File: src/rtl/irqsl_pkg.sv
package irqsl_pkg;

    localparam int DATA_W = 8;
    localparam int OFS_W  = 3;

    localparam logic [OFS_W-1:0] OFS_LINE   = 3'd1;
    localparam logic [OFS_W-1:0] OFS_SRC    = 3'd2;
    localparam logic [OFS_W-1:0] OFS_IRQACK = 3'd3;

    // Which acknowledge a bus write carries
    typedef struct packed {
        logic line;
        logic src;
        logic irq;
    } ack_s;

    typedef enum logic {SRC_DISP = 1'b0, SRC_SND = 1'b1} firq_src_e;

    function automatic ack_s decode_write(input logic wr, input logic [OFS_W-1:0] ofs);
        ack_s a;
        a.line = wr && (ofs == OFS_LINE);
        a.src  = wr && (ofs == OFS_SRC);
        a.irq  = wr && (ofs == OFS_IRQACK);
        return a;
    endfunction

    function automatic logic [DATA_W-1:0] status_byte(input logic flag);
        return {flag, {(DATA_W-1){1'b0}}};
    endfunction

endpackage

File: src/rtl/irqsl_tick_div.sv
module irqsl_tick_div #(
    parameter int DIV = 2048
) (
    input  logic clk,
    input  logic rst,
    output logic tick
);
    localparam int CW = (DIV > 2) ? $clog2(DIV) : 1;
    localparam logic [CW-1:0] LAST = CW'(DIV - 1);

    logic [CW-1:0] cnt_q;

    assign tick = (cnt_q == LAST);

    always_ff @(posedge clk) begin
        if (rst)       cnt_q <= '0;
        else if (tick) cnt_q <= '0;
        else           cnt_q <= cnt_q + 1'b1;
    end
endmodule

File: src/rtl/irqsl_disp_match.sv
module irqsl_disp_match
    import irqsl_pkg::*;
#(
    parameter int PHASES     = 4,
    parameter int LINE_SHIFT = 3
) (
    input  logic              clk,
    input  logic              rst,
    input  logic              frame_tick,
    input  logic [DATA_W-1:0] line,
    output logic              hit
);
    localparam int PW = (PHASES > 2) ? $clog2(PHASES) : 1;
    localparam logic [PW-1:0] LAST = PW'(PHASES - 1);

    logic [PW-1:0]     phase_q;
    logic [DATA_W-1:0] target;

    assign target = line >> LINE_SHIFT;
    assign hit    = frame_tick && ({{(DATA_W-PW){1'b0}}, phase_q} == target);

    always_ff @(posedge clk) begin
        if (rst)
            phase_q <= '0;
        else if (frame_tick)
            phase_q <= (phase_q == LAST) ? '0 : phase_q + 1'b1;
    end
endmodule

File: src/rtl/irqsl_src_latch.sv
module irqsl_src_latch (
    input  logic clk,
    input  logic rst,
    input  logic set,
    input  logic clr,
    output logic q
);
    // A set in the same cycle as a clear wins
    always_ff @(posedge clk) begin
        if (rst) q <= 1'b0;
        else     q <= set | (q & ~clr);
    end
endmodule

File: src/rtl/irq_source_latch.sv
module irq_source_latch
    import irqsl_pkg::*;
#(
    parameter int IRQ_DIV    = 2048,
    parameter int PHASES     = 4,
    parameter int LINE_SHIFT = 3
) (
    input  logic              clk,
    input  logic              rst,
    input  logic [OFS_W-1:0]  reg_ofs,
    input  logic [DATA_W-1:0] reg_wdata,
    input  logic              reg_rd,
    input  logic              reg_wr,
    output logic [DATA_W-1:0] reg_rdata,
    input  logic              frame_tick,
    input  logic              snd_reply,
    output logic              irq,
    output logic              firq
);
    localparam int NSRC = 2;

    ack_s              ack;
    logic              irq_tick;
    logic              disp_hit;
    logic [DATA_W-1:0] line_q;
    logic [NSRC-1:0]   src_set;
    logic [NSRC-1:0]   src_clr;
    logic [NSRC-1:0]   src_q;

    assign ack = decode_write(reg_wr, reg_ofs);

    irqsl_tick_div #(.DIV(IRQ_DIV)) u_div (
        .clk (clk),
        .rst (rst),
        .tick(irq_tick)
    );

    irqsl_disp_match #(.PHASES(PHASES), .LINE_SHIFT(LINE_SHIFT)) u_match (
        .clk       (clk),
        .rst       (rst),
        .frame_tick(frame_tick),
        .line      (line_q),
        .hit       (disp_hit)
    );

    always_ff @(posedge clk) begin
        if (rst)           line_q <= '0;
        else if (ack.line) line_q <= reg_wdata;
    end

    assign src_set[SRC_DISP] = disp_hit;
    assign src_set[SRC_SND]  = snd_reply;
    assign src_clr[SRC_DISP] = ack.line;
    assign src_clr[SRC_SND]  = ack.src;

    for (genvar i = 0; i < NSRC; i++) begin : g_src
        irqsl_src_latch u_lat (
            .clk(clk),
            .rst(rst),
            .set(src_set[i]),
            .clr(src_clr[i]),
            .q  (src_q[i])
        );
    end

    irqsl_src_latch u_firq (
        .clk(clk),
        .rst(rst),
        .set(|src_set),
        .clr(ack.line | ack.src),
        .q  (firq)
    );

    irqsl_src_latch u_irq (
        .clk(clk),
        .rst(rst),
        .set(irq_tick),
        .clr(ack.irq),
        .q  (irq)
    );

    always_comb begin
        reg_rdata = '0;
        if (reg_rd) begin
            case (reg_ofs)
                OFS_LINE: reg_rdata = status_byte(src_q[SRC_DISP]);
                OFS_SRC:  reg_rdata = status_byte(src_q[SRC_SND]);
                default:  reg_rdata = '0;
            endcase
        end
    end
endmodule

File: config.mk
export PLATFORM = sky130hd
export DESIGN_NAME = irq_source_latch
export DESIGN_NICKNAME = d
export VERILOG_FILES = /design/src/rtl/irqsl_pkg.sv /design/src/rtl/irqsl_tick_div.sv /design/src/rtl/irqsl_disp_match.sv /design/src/rtl/irqsl_src_latch.sv /design/src/rtl/irq_source_latch.sv
export SDC_FILE = /design/constraint.sdc
export NUM_CORES = 1
export LEC_CHECK = 0
export BUFFER_PORTS_ARGS = -buffer_cell sky130_fd_sc_hd__clkbuf_2
export CORE_UTILIZATION = 57
export CTS_CLUSTER_DIAMETER = 80
export DETAILED_ROUTE_END_ITERATION = 7
export GPL_TIMING_DRIVEN = 0
export PLACE_DENSITY = 0.83
export SLEW_MARGIN = 30
export SYNTH_ARGS = -nofsm -noshare
export SYNTH_HDL_FRONTEND = slang
export SYNTH_HIERARCHICAL = 1
export SYNTH_SLANG_ARGS = --single-unit
File: constraint.sdc
create_clock -name clk -period 3.6 [get_ports clk]
set_input_delay 0.18 -clock clk [delete_from_list [all_inputs] [get_ports clk]]
set_output_delay 0.18 -clock clk [all_outputs]
set_load 0.01 [all_outputs]
After elaboration in Yosys (flattened, before gate mapping)
Index checks and enable logic that the tools add are counted.
{"block": "word_totals", "reg_bits": 25, "inputBits": 17, "output_inout_bits": 10, "elab_cells": 37}
{"block": "op_classes", "n_addsub": 2, "n_eq_ne": 6, "mux": 3, "n_bitwise": 13, "reduce_logical": 6}
{"op": "8-bit one-hot mux with 2 select lines", "n": 1}
{"op": "11-bit by 1-bit adder with 11-bit output, second input constant", "n": 1}
{"op": "11-bit == test, second input constant", "n": 1}
{"op": "8-bit 2-to-1 mux", "n": 1}
{"op": "3-bit by 2-bit == test with 1-bit output, second input constant", "n": 2}
{"op": "2-bit by 5-bit == test with 1-bit output", "n": 1}
{"op": "1-bit bitwise OR", "n": 5}
{"op": "1-bit bitwise AND", "n": 4}
{"op": "1-bit logical AND", "n": 4}
{"op": "1-bit NOT", "n": 4}
{"op": "2-bit OR reduction", "n": 2}
{"op": "3-bit by 1-bit == test with 1-bit output, second input constant", "n": 1}
{"op": "2-bit by 1-bit adder with 2-bit output, second input constant", "n": 1}
{"op": "2-bit == test, second input constant", "n": 1}
{"op": "2-bit 2-to-1 mux", "n": 1}

Logic depth before layout (Yosys ltp)
{"block": "depth", "ltp_word": 6, "ltp_mapped": 5}

Cells and area by module
Netlist, hierarchy kept.
{"mod": "irqsl_tick_div", "n_inst": 1, "cells_per_inst": 52, "area_each_um2": 496.7}
{"mod": "irq_source_latch", "n_inst": 1, "cells_per_inst": 53, "area_each_um2": 483.0}
{"mod": "irqsl_src_latch", "n_inst": 4, "cells_per_inst": 4, "area_each_um2": 38.8}
{"mod": "irqsl_disp_match", "n_inst": 1, "cells_per_inst": 12, "area_each_um2": 118.9}

Worst setup path after synthesis
OpenSTA, ideal clock, no wires.
{"block": "synth_timing", "path_kind": "reg-to-reg", "from": "register u_div.cnt_q[0]", "to": "register u_div.cnt_q[8]", "setup_ps": 70, "arrival_ps": 1335, "t_required_ps": 3530, "path_slack_ps": 2195, "stages_incl_launch_ff": 5, "n_path_buf": 0, "period_less_slack_ps": 1405, "cell_sequence": "dfxtp_1 -> ha_1 -> nand3_4 -> or4_1 -> a21oi_1"}
{"block": "synth_via", "elab_chain_len": 2}
{"item": "start: declaration", "line": "irqsl_tick_div.sv:11", "rtl": "logic [CW-1:0] cnt_q;"}
{"item": "start signal: assignment", "line": "irqsl_tick_div.sv:18", "rtl": "else cnt_q <= cnt_q + 1'b1;"}
{"item": "branches (longest 2 deep; another with 11-bit by 1-bit adder with 11-bit output)"}
Parallel ways; which one is timed is not known.
A chain may end at the register's enable or synchronous reset.

Worst setup path in the final report
{"block": "layout_timing", "from": "register u_div.cnt_q[0]", "to": "register u_div.cnt_q[5]"}
The elaborated chain is that of the path after synthesis.

==> summary.md <==
| Metric | Value |
|---|---|
| TNS Setup | 0 ps |
| CTS tree | yes |
| First-pass GRT wire length | 3.27 mm |
| Fin. max-slew vios | 0 |
| Routed WL | ~1.9 mm |
| Dpl hpwl | 1.46 mm |
| ANT cells | 0 |
| Area taken by multi-input logic gates | 611 µm² |
| Via Count | slightly below 900 |
| # nets final | 167 |
| Num CTS Buffers | 3 |
| CTS resizes | 0 |
| Warnings from Yosys | 6 |
| Sequential cell area | roughly 440 µm² |
| Hold Path Cell Cnt | 3 |
| Cells after DPL | roughly 170 |
| DRC Markers | 0 |
| Req. time, crit path | ~3800 ps |
| Synthesized area per cell | 9.31 µm² |
| CTS Hold Buffers Added | 0 |
| Die Height | 46.4 µm |
| Final Skew | 9.13 ps |
| CORE AREA | ~1800 µm² |
| Unrepaired setup endpoints after global routing | false |
| Clock Tree Buf Depth | 2 |
| Die W | 46.4 µm |
| Via-to-Cell Ratio | 5.03 |
| Crit path launch type | flop |
| Part of the cycle the worst path needs | between 40% and 50% |
| Setup WS post-layout | 2020 ps |
| Worst hold path class | input pin to flop |
| Io pins | 27 |
| Worst VDD drop | 0.000311 V |
| Mapped cell area | 1130 µm² |
| Cells on worst reg2reg path | 4 |
| Critical path peak fanout | 9 |
| Area Growth Syn to Fin | 16.6% |
| H-tree depth | 1 |
| Min-delay src | snd_reply |
| Synth Instances | 121 |
| R2R setup slack | between 2000 and 2500 ps |
| Post-DR wirelength/cell | 11.2 µm |
| Worst Tran Pin Value | between 500 and 600 ps |
| Clock Root Buffer | clkbuf_4 |
| Row cnt | 15 |
| Fmax | between 600 and 700 MHz |
| Clock Latency Late Sink | 310 ps |
| Pre-Repair DR Iteration Count | 4 |
| Initial Util | a little over three fifths |
| Total Die Area | around 2200 µm² |
| Status | finished, final reports clean |
| # Post-CTS Setup Buffers | 0 |
| Setup-failing EPs final | 0 |
| Critical path class | flop to flop |
| FF-to-FF End | u_div/cnt_q[5] |
| Largest net degree at the start of global routing | 16 |
| Placed cell area | 1260 µm² |
| Filler cells | approximately 150 |
| Finished Cell Area | 1310 µm² |
| Leakage | 0.560 nW |
| Max Cap Violations | 0 |
| Worst slew margin | 65.6% |
| Routability cong. | between 0.7 and 0.8 |
| Final ANT Viol Nets | 0 |
| WHS Endpoint | g_src[1].u_lat/q |
| Via count of the first global-routing pass | 808 |
| Initial DRC Count | 25 |
| Pre-CTS setup slack | 2020 ps |
| Grt total ovfl | 0 |
| Worst endpoint data arrival time | 1770 ps |
| Clock transition at path regs | approximately 130 ps |
| Reg2reg start | u_div/cnt_q[0] |
| Crit end category | flop |
| Cell Pwr Density | 382 nW/µm² |
| Post-layout min period | around 1600 ps |
| Share of layout cells above drive strength 1 | 24.5% |
| Initial antenna violation count | 0 |
| Final Hold Fails | 0 |
| Gr usage total | 21.7% |
| Fin cells | roughly 170 |
| IO Port Bufs | 16 |
| CTS sink cnt | 22 |
[metrics by stage]
step / hold WS [ps] / util [%] / total power, mW
after floorplan: 242 / - / 0.302
after global placement: 418 / 70.7 / 0.317
after detailed placement: 424 / 70.7 / 0.320
after CTS: 88.9 / 73.6 / 0.506
after global routing: 96.4 / 73.6 / 0.523
final: 94.8 / 73.6 / 0.502
[how the worst max path moves through the flow]
stage	startpoint	to	slack [ps]	cells past startpoint
4_1_cts	u_div/cnt_q[0]	u_div/cnt_q[5]	2010	4
6_report	u_div/cnt_q[0]	u_div/cnt_q[5]	2020	4
2_1_floorplan	u_div/cnt_q[0]	u_div/cnt_q[8]	2200	4
5_1_grt	u_div/cnt_q[0]	u_div/cnt_q[3]	1910	4
3_5_place_dp	u_div/cnt_q[0]	u_div/cnt_q[5]	2020	4
3_3_place_gp	u_div/cnt_q[0]	u_div/cnt_q[2]	2070	4
[metal layers]
layer  vias to the layer above  wire length [µm]  global-route usage, %
met5                         -                 0                      0
met4                         0                12                   8.82
met3                         2                63                   4.71
met2                        17               949                   35.8
met1                       392               910                   26.9
li1                        455                 -                      -
[sequential cells by signal, indices dropped and copies added, names as in the netlist]
signal           count
line_q               5
u_div/cnt_q         11
u_irq/q              1
u_firq/q             1
g_src.u_lat/q        2
u_match/phase_q      2
[worst max-delay path, cell delays in order, from the launching register on]
cell	delay (ps)
dfxtp_1	390
ha_1	240
nand3_4	150
o41ai_4	580
a21oi_1	100
[cell type report]
type	count	share of cell area [%]
inverter	8	2.29
buffer	9	5.15
timing repair buffer	16	6.10
multi-input combinational	88	46.5
clock buffer	3	1.72
clock inverter	1	2.29
tap	25	2.38
sequential	22	33.6
[power breakdown]
| group | switching, mW | internal, mW | total (mW) |
|---|---|---|---|
| clock | 0.0747 | 0.113 | 0.187 |
| sequential | 0.00699 | 0.252 | 0.259 |
| combinational | 0.0267 | 0.0287 | 0.0554 |
[placed cells by master (no fill, tap or decap), types with 3 or more instances in the layout]
cell	instances
dfxtp_1	22
nand2b_1	16
clkbuf_2	16
nor2_1	8
inv_1	8
a21oi_1	8
buf_4	7
conb_1	7
mux2i_1	6
a21oi_2	4
nand2_1	4
o31ai_1	4
or4_1	4
xor2_1	4
nand3b_1	3
clkbuf_4	3
Power figures use the tool's default switching activity.
